### config.mk
export PLATFORM = sky130hd
export DESIGN_NAME = monitor_sense_prober
export DESIGN_NICKNAME = d
export VERILOG_FILES = /design/src/rtl/sense_pkg.sv /design/src/rtl/sense_sync.sv /design/src/rtl/sense_timer.sv /design/src/rtl/sense_fsm.sv /design/src/rtl/sense_pack.sv /design/src/rtl/monitor_sense_prober.sv
export SDC_FILE = /design/constraint.sdc
export NUM_CORES = 1
export LEC_CHECK = 0
export ABC_AREA = 1
export BUFFER_PORTS_ARGS = -buffer_cell sky130_fd_sc_hd__clkbuf_2
export CORE_AREA = 3 3 88 74
export DETAILED_ROUTE_END_ITERATION = 12
export DIE_AREA = 0 0 91 77
export PLACE_DENSITY = 0.79
export RECOVER_POWER = 25
export SLEW_MARGIN = 20
export SYNTH_ARGS = -nofsm -noshare
export SYNTH_HDL_FRONTEND = slang
export SYNTH_HIERARCHICAL = 1
export SYNTH_SLANG_ARGS = --single-unit
export TNS_END_PERCENT = 5
### constraint.sdc
create_clock -name clk -period 2.95 [get_ports clk]
set_input_delay 0.59 -clock clk [delete_from_list [all_inputs] [get_ports clk]]
set_output_delay 0.59 -clock clk [all_outputs]
set_load 0.02 [all_outputs]
### src/rtl/sense_pkg.sv
package sense_pkg;
  localparam int NLINES = 3;
  localparam int CODE_W = 11;

  typedef enum logic [2:0] {
    PH_IDLE   = 3'd0,
    PH_DRIVE  = 3'd1,
    PH_REL    = 3'd2,
    PH_PULL_A = 3'd3,
    PH_PULL_B = 3'd4,
    PH_PULL_C = 3'd5,
    PH_DONE   = 3'd6
  } phase_e;
endpackage

### src/rtl/sense_sync.sv
module sense_sync #(
  parameter int W      = 3,
  parameter int STAGES = 2
) (
  input  logic         clk,
  input  logic         rst_n,
  input  logic [W-1:0] async_i,
  output logic [W-1:0] sync_o
);
  logic [W-1:0] chain_q [STAGES];

  genvar g;
  generate
    for (g = 0; g < STAGES; g++) begin : g_stage
      if (g == 0) begin : g_first
        always_ff @(posedge clk or negedge rst_n) begin
          if (!rst_n) chain_q[g] <= '0;
          else        chain_q[g] <= async_i;
        end
      end else begin : g_next
        always_ff @(posedge clk or negedge rst_n) begin
          if (!rst_n) chain_q[g] <= '0;
          else        chain_q[g] <= chain_q[g-1];
        end
      end
    end
  endgenerate

  assign sync_o = chain_q[STAGES-1];
endmodule

### src/rtl/sense_timer.sv
module sense_timer #(
  parameter int CNT_W = 16
) (
  input  logic             clk,
  input  logic             rst_n,
  input  logic             load_i,
  input  logic [CNT_W-1:0] len_i,
  output logic             expire_o
);
  logic [CNT_W-1:0] cnt_q, cnt_d;
  logic             cnt_en;

  always_comb begin
    cnt_en = load_i || (cnt_q != '0);
    if (load_i) cnt_d = (len_i == '0) ? '0 : len_i - 1'b1;
    else        cnt_d = cnt_q - 1'b1;
  end

  always_ff @(posedge clk or negedge rst_n) begin
    if (!rst_n)      cnt_q <= '0;
    else if (cnt_en) cnt_q <= cnt_d;
  end

  assign expire_o = (cnt_q == '0);

  a_r1_count_down: assert property (@(posedge clk) disable iff (!rst_n)
    (!load_i && cnt_q != '0) |=> (cnt_q == $past(cnt_q) - 1'b1));
endmodule

### src/rtl/sense_fsm.sv
module sense_fsm
  import sense_pkg::*;
(
  input  logic              clk,
  input  logic              rst_n,
  input  logic              start_i,
  input  logic              expire_i,
  output logic              load_o,
  output logic              long_o,
  output logic              sample_o,
  output logic              clear_o,
  output phase_e            phase_o,
  output logic              busy_o,
  output logic              done_o,
  output logic [NLINES-1:0] oe_o,
  output logic [NLINES-1:0] out_o
);
  phase_e            phase_q, phase_d;
  logic              adv;
  logic [NLINES-1:0] oe_q, oe_d, out_q, out_d;
  logic              busy_q, busy_d, done_q, done_d;

  always_comb begin
    phase_d  = phase_q;
    load_o   = 1'b0;
    long_o   = 1'b1;
    sample_o = 1'b0;
    clear_o  = 1'b0;
    unique case (phase_q)
      PH_IDLE, PH_DONE: if (start_i) begin
        phase_d = PH_DRIVE;
        load_o  = 1'b1;
        long_o  = 1'b0;
        clear_o = 1'b1;
      end
      PH_DRIVE: if (expire_i) begin
        phase_d = PH_REL;
        load_o  = 1'b1;
      end
      PH_REL: if (expire_i) begin
        phase_d  = PH_PULL_A;
        load_o   = 1'b1;
        sample_o = 1'b1;
      end
      PH_PULL_A: if (expire_i) begin
        phase_d  = PH_PULL_B;
        load_o   = 1'b1;
        sample_o = 1'b1;
      end
      PH_PULL_B: if (expire_i) begin
        phase_d  = PH_PULL_C;
        load_o   = 1'b1;
        sample_o = 1'b1;
      end
      PH_PULL_C: if (expire_i) begin
        phase_d  = PH_DONE;
        sample_o = 1'b1;
      end
      default: phase_d = PH_IDLE;
    endcase
    adv = (phase_d != phase_q);
  end

  always_comb begin
    oe_d   = '0;
    out_d  = '0;
    busy_d = 1'b1;
    done_d = 1'b0;
    case (phase_d)
      PH_DRIVE:  begin oe_d = '1; out_d = '1; end
      PH_REL:    oe_d = '0;
      PH_PULL_A: oe_d = 3'b001;
      PH_PULL_B: oe_d = 3'b010;
      PH_PULL_C: oe_d = 3'b100;
      PH_DONE:   begin busy_d = 1'b0; done_d = 1'b1; end
      default:   busy_d = 1'b0;
    endcase
  end

  always_ff @(posedge clk or negedge rst_n) begin
    if (!rst_n) begin
      phase_q <= PH_IDLE;
      oe_q    <= '0;
      out_q   <= '0;
      busy_q  <= 1'b0;
      done_q  <= 1'b0;
    end else if (adv) begin
      phase_q <= phase_d;
      oe_q    <= oe_d;
      out_q   <= out_d;
      busy_q  <= busy_d;
      done_q  <= done_d;
    end
  end

  assign phase_o = phase_q;
  assign busy_o  = busy_q;
  assign done_o  = done_q;
  assign oe_o    = oe_q;
  assign out_o   = out_q;

  a_r8_start_ignored: assert property (@(posedge clk) disable iff (!rst_n)
    (busy_q && phase_q != PH_DRIVE && start_i) |=> (phase_q != PH_DRIVE));
  a_r9_done_hold: assert property (@(posedge clk) disable iff (!rst_n)
    (done_q && !start_i) |=> done_q);
  a_r7_released_when_done: assert property (@(posedge clk) disable iff (!rst_n)
    done_q |-> (oe_q == '0 && out_q == '0));
  a_r2_drive_high: assert property (@(posedge clk) disable iff (!rst_n)
    (phase_q == PH_DRIVE) |-> (oe_q == '1 && out_q == '1));
  a_r4_single_low: assert property (@(posedge clk) disable iff (!rst_n)
    (phase_q inside {PH_PULL_A, PH_PULL_B, PH_PULL_C}) |-> ($onehot0(oe_q) && $countones(oe_q) == 1 && out_q == '0));
endmodule

### src/rtl/sense_pack.sv
module sense_pack
  import sense_pkg::*;
(
  input  logic              clk,
  input  logic              rst_n,
  input  logic              clear_i,
  input  logic              sample_i,
  input  phase_e            phase_i,
  input  logic [NLINES-1:0] lines_i,
  output logic [CODE_W-1:0] code_o
);
  logic [CODE_W-1:0] code_q, code_d;
  logic              code_en;
  logic              wa, wb, wc;

  assign wa = lines_i[0];
  assign wb = lines_i[1];
  assign wc = lines_i[2];

  always_comb begin
    code_d  = code_q;
    code_en = clear_i || sample_i;
    if (clear_i) begin
      code_d = '0;
    end else if (sample_i) begin
      case (phase_i)
        PH_REL:    code_d[10:8] = {wa, wb, wc};
        PH_PULL_A: code_d[5:4]  = {wb, wc};
        PH_PULL_B: code_d[3:2]  = {wa, wc};
        PH_PULL_C: code_d[1:0]  = {wa, wb};
        default:   code_d       = code_q;
      endcase
    end
  end

  always_ff @(posedge clk or negedge rst_n) begin
    if (!rst_n)       code_q <= '0;
    else if (code_en) code_q <= code_d;
  end

  assign code_o = code_q;

  a_r9_code_stable: assert property (@(posedge clk) disable iff (!rst_n)
    (!clear_i && !sample_i) |=> $stable(code_q));
  a_r7_gap_bits_zero: assert property (@(posedge clk) disable iff (!rst_n)
    code_q[7:6] == 2'b00);
endmodule

### src/rtl/monitor_sense_prober.sv
module monitor_sense_prober
  import sense_pkg::*;
#(
  parameter int CNT_W       = 16,
  parameter int SYNC_STAGES = 2
) (
  input  logic              clk,
  input  logic              rst_n,
  input  logic              start_i,
  input  logic [CNT_W-1:0]  precharge_len_i,
  input  logic [CNT_W-1:0]  settle_len_i,
  input  logic [2:0]        sense_in_i,
  output logic [2:0]        sense_oe_o,
  output logic [2:0]        sense_out_o,
  output logic              busy_o,
  output logic              done_o,
  output logic [10:0]       code_o
);
  logic [NLINES-1:0] lines_s;
  logic              load, long_sel, sample, clear, expire;
  logic [CNT_W-1:0]  len_mux;
  phase_e            phase;

  sense_sync #(.W(NLINES), .STAGES(SYNC_STAGES)) u_sync (
    .clk(clk), .rst_n(rst_n), .async_i(sense_in_i), .sync_o(lines_s)
  );

  assign len_mux = long_sel ? settle_len_i : precharge_len_i;

  sense_timer #(.CNT_W(CNT_W)) u_timer (
    .clk(clk), .rst_n(rst_n), .load_i(load), .len_i(len_mux), .expire_o(expire)
  );

  sense_fsm u_fsm (
    .clk(clk), .rst_n(rst_n), .start_i(start_i), .expire_i(expire),
    .load_o(load), .long_o(long_sel), .sample_o(sample), .clear_o(clear),
    .phase_o(phase), .busy_o(busy_o), .done_o(done_o),
    .oe_o(sense_oe_o), .out_o(sense_out_o)
  );

  sense_pack u_pack (
    .clk(clk), .rst_n(rst_n), .clear_i(clear), .sample_i(sample),
    .phase_i(phase), .lines_i(lines_s), .code_o(code_o)
  );

  a_r1_busy_done_exclusive: assert property (@(posedge clk) disable iff (!rst_n)
    !(busy_o && done_o));
  a_r1_done_after_busy: assert property (@(posedge clk) disable iff (!rst_n)
    $rose(done_o) |-> $past(busy_o));
endmodule

==> impl_metrics.py <==
metrics = {
    "power_and_ir_drop": {
        "p_int_w": 0.001401,
        "p_switching_w": 0.001258,
        "clkPwrFrac": 0.175,
        "p_comb_frac": 0.490,
        "switching_share": 0.4732,
        "peakVddDrop_mv": 0.4438,
        "p_leak_nw": 1.906,
        "power_density_nw_per_um2": 743.1,
        "power_frac_seq": 0.336,
    },
    "critical_path": {
        "end_kind": "flop",
        "cp_cell_sequence": "nand2_2 > nand2_4 > nand3_4 > inv_6 > nand2_1 > nand2_1 > inv_1 > ha_1 > nand2_4 > nor2_8 > nand3_2 > nand2_4 > inv_4 > nand2_1 > a21oi_1",
        "cp-start-kind": "flop",
        "arrival_ns": 2.77,
        "crit_slowest_cell": "dfrtp_1",
        "cp.required_ns": 3.17,
        "criticalPathCategory": "reg -> reg",
        "cp_top_family": "simple AND/OR/NAND/NOR gates",
        "slowest_delay_ns": 0.62,
        "crit_buf_inv": 3,
        "crit_fanout": 22,
    },
    "sta": {
        "max-slew-margin-rel": -0.3761,
        "slew_viol_final": 41,
        "setup_viol": 0,
        "fin_crit_ns": 2.554,
        "setup_tns_ns": 0,
        "fin_crit_sh": 0.8659,
        "tightest_slew_ns": 2.064,
        "finClkSkew_ns": 0.006848,
        "rsz0062_at_grt": "false",
        "max_freq_mhz": 391.5,
        "hold_viol": 0,
    },
    "routing": {
        "wl_per_cell_um": 12.19,
        "vias": 2920,
        "vias_per_cell": 5.009,
        "route.detailed.drc": 0,
        "dr.pass1.iters": 5,
        "ant_nets": 0,
        "drt_first_iter_violations": 204,
        "wl_um": 7105,
    },
    "global_routing": {
        "antenna_found_initial": 0,
        "grt_pass1_wl_um": 12100,
        "grt_max_degree": 41,
        "grt_pass1_vias": 2579,
        "overflow": 0,
        "grt.total_usage": 0.2100,
    },
    "hold_path": {
        "hold_path_class": "reg -> reg",
    },
    "yosys": {
        "avgSynthCellArea_um2": 7.086,
        "ys.flop_type": "dfrtp_1",
        "netlist.area_leader.share": 0.3125,
        "synth_edf_count": 0,
        "syn_area_um2": 3203,
        "synth_most_common_cell": "nand2_1",
        "synth-seq-cells": 40,
        "synthTopCellsByCount": "nand2_1 (132), nand3_1 (44), inv_1 (42)",
        "synth_seq_area_share": 0.3125,
        "synth_top_area_cell": "dfrtp_1",
        "async_flop_share": 1.000,
        "netlist_top_cells_area": "dfrtp_1 (31%), nand2_1 (15%), nand3_1 (6.9%)",
        "synth_cell_types": 36,
        "syn_inst": 452,
        "ys_warn_count": 6,
    },
    "floorplanning": {
        "fp-row-count": 25,
        "core_area_um2": 5756,
        "dieHeight_um": 77,
        "initial_utilization": 0.5565,
        "dieArea_um2": 7007,
        "die_x_um": 91,
        "ios": 57,
    },
    "cells_and_area": {
        "fin_cells": 583,
        "fin_nets": 542,
        "diodes": 0,
        "area_delta_synth_final_pct": 11.72,
        "drive_gt1_frac": 0.2749,
    },
    "clock_tree": {
        "cts_made_buffers": 5,
        "cts_setup_buffers": 0,
        "cts_hold_buf": 0,
        "cts.sinks": 40,
        "htree_levels": 2,
        "clockBufferDepth": 2,
        "clock_latency_ns": 0.30,
        "cts_resized": 0,
        "cts.reportedPaths.clkPinSlew_ns": 0.08,
        "cts_tree": "done",
        "root_buffer": "clkbuf_8",
    },
    "outcome": {
        "status": "complete, but fails checks",
        "failed_checks": "capacitance limit, slew limit",
    },
    "flow_run": {
        "drv_cap": 1,
    },
    "place": {
        "portBuffers": 54,
        "dp_hpwl_um": 5678,
        "globalplace.congestion": 0.9189,
        "place_inst": 575,
    },
}
## logic make-up after synthesis
group                      count (synthesis)  share of synthesized area
buffers and inverters                     69                     0.1113
and+or+nand+nor                          302                     0.4926
xor gates and xnor gates                   6                    0.01641
AOI/OAI and AO/OA                         31                    0.05430
DFF                                       40                     0.3125
adders and majority gates                  3                    0.01172
other                                      1                   0.001171
## flip-flops by register name, indices dropped and copies added, names as in the netlist
signal,cells
u_timer/cnt_q,16
u_pack/code_o,9
u_fsm/oe_o,3
u_fsm/phase_o,3
u_sync/chain_q,3
u_sync/sync_o,3
u_fsm/busy_o,1
u_fsm/done_o,1
u_fsm/out_o,1
## layout make-up
cell class | count | area [µm²]
Multi-Input combinational cell | 344 | 1849
Inverter | 55 | 235.2
Timing Repair Buffer | 55 | 276.5
Fill cell | 524 | 2177
Sequential cell | 40 | 1001
Tap cell | 81 | 101.3
Clock buffer | 5 | 68.82
Clock inverter | 3 | 46.29
## stage by stage
step / util / hold WS, ns / worst slack [ns] / area (µm²) / total power, W
after global placement: 0.6020 / 0.3354 / 0.5259 / 3465 / 0.002168
final: 0.6217 / 0.3578 / 0.3957 / 3578 / 0.002659
after detailed placement: 0.6020 / 0.3388 / 0.4393 / 3465 / 0.002192
after floorplan: - / 0.2944 / 0.7767 / 3207 / 0.001928
after CTS: 0.6220 / 0.3599 / 0.3972 / 3580 / 0.002662
after global routing: 0.6217 / 0.3712 / 0.1082 / 3578 / 0.002873
## worst reg2reg max path: stages, from the launching register on
cell     delay, ns
dfrtp_1       0.62
nand2_2       0.16
nand2_4       0.12
nand3_4       0.23
inv_6         0.22
nand2_1       0.07
nand2_1       0.09
inv_1         0.07
ha_1          0.26
nand2_4       0.13
nor2_8        0.05
nand3_2       0.09
nand2_4       0.07
inv_4         0.09
nand2_1       0.06
a21oi_1       0.15
## layer usage
layer / GRT usage / vias to the layer above / share of wire
li1: - / 1529 / -
met3: 0.04706 / 11 / 0.073
met2: 0.2946 / 115 / 0.41
met5: 0 / - / 0
met1: 0.3252 / 1265 / 0.51
met4: 0.04970 / 0 / 0.011
## final timing paths
path | startpoint | endpoint | slack [ns] | cells after the start
hold / removal | u_sync/chain_q[3] | u_sync/sync_o[0] | 0.36 | 0
max in group asynchronous | rst_n | u_timer/cnt_q[15] | 0.90 | 1
hold reg to reg | u_sync/chain_q[3] | u_sync/sync_o[0] | 0.36 | 0
setup reg to reg | u_fsm/phase_o[1] | u_timer/cnt_q[14] | 0.40 | 15
setup / recovery | u_fsm/phase_o[1] | u_timer/cnt_q[14] | 0.40 | 15
min in group asynchronous | rst_n | u_pack/code_o[8] | 0.87 | 1
## layout by cell type (no fill, tap or decap), types with 2 or more instances in the layout
master / instances
clkbuf_2: 53
nor2_8: 2
conb_1: 2
clkbuf_8: 5
nor4_1: 2
a21oi_1: 17
nand3_2: 4
o21ai_2: 2
inv_1: 42
o21bai_1: 2
inv_4: 2
nand2_4: 10
nand3_1: 44
xor2_1: 5
nand3b_1: 2
dfrtp_1: 40
nor2_1: 39
inv_6: 3
o21ai_0: 6
nor3_1: 5
o21ai_1: 2
inv_2: 8
nor2_4: 13
nand2_2: 22
ha_1: 3
nor2_2: 7
nand4_1: 18
nand2_1: 132
## power by group through the flow
| stage | combinational, W | sequential, W | clock [W] |
|---|---|---|---|
| 2_1_floorplan | 0.00103 | 0.000895 | 0 |
| 3_3_place_gp | 0.00127 | 0.000893 | 0 |
| 3_5_place_dp | 0.00129 | 0.000899 | 0 |
| 4_1_cts | 0.00130 | 0.000888 | 0.000474 |
| 5_1_grt | 0.00146 | 0.000914 | 0.000502 |
| 6_report | 0.00130 | 0.000893 | 0.000464 |
(Power assumes the default switching activity.)
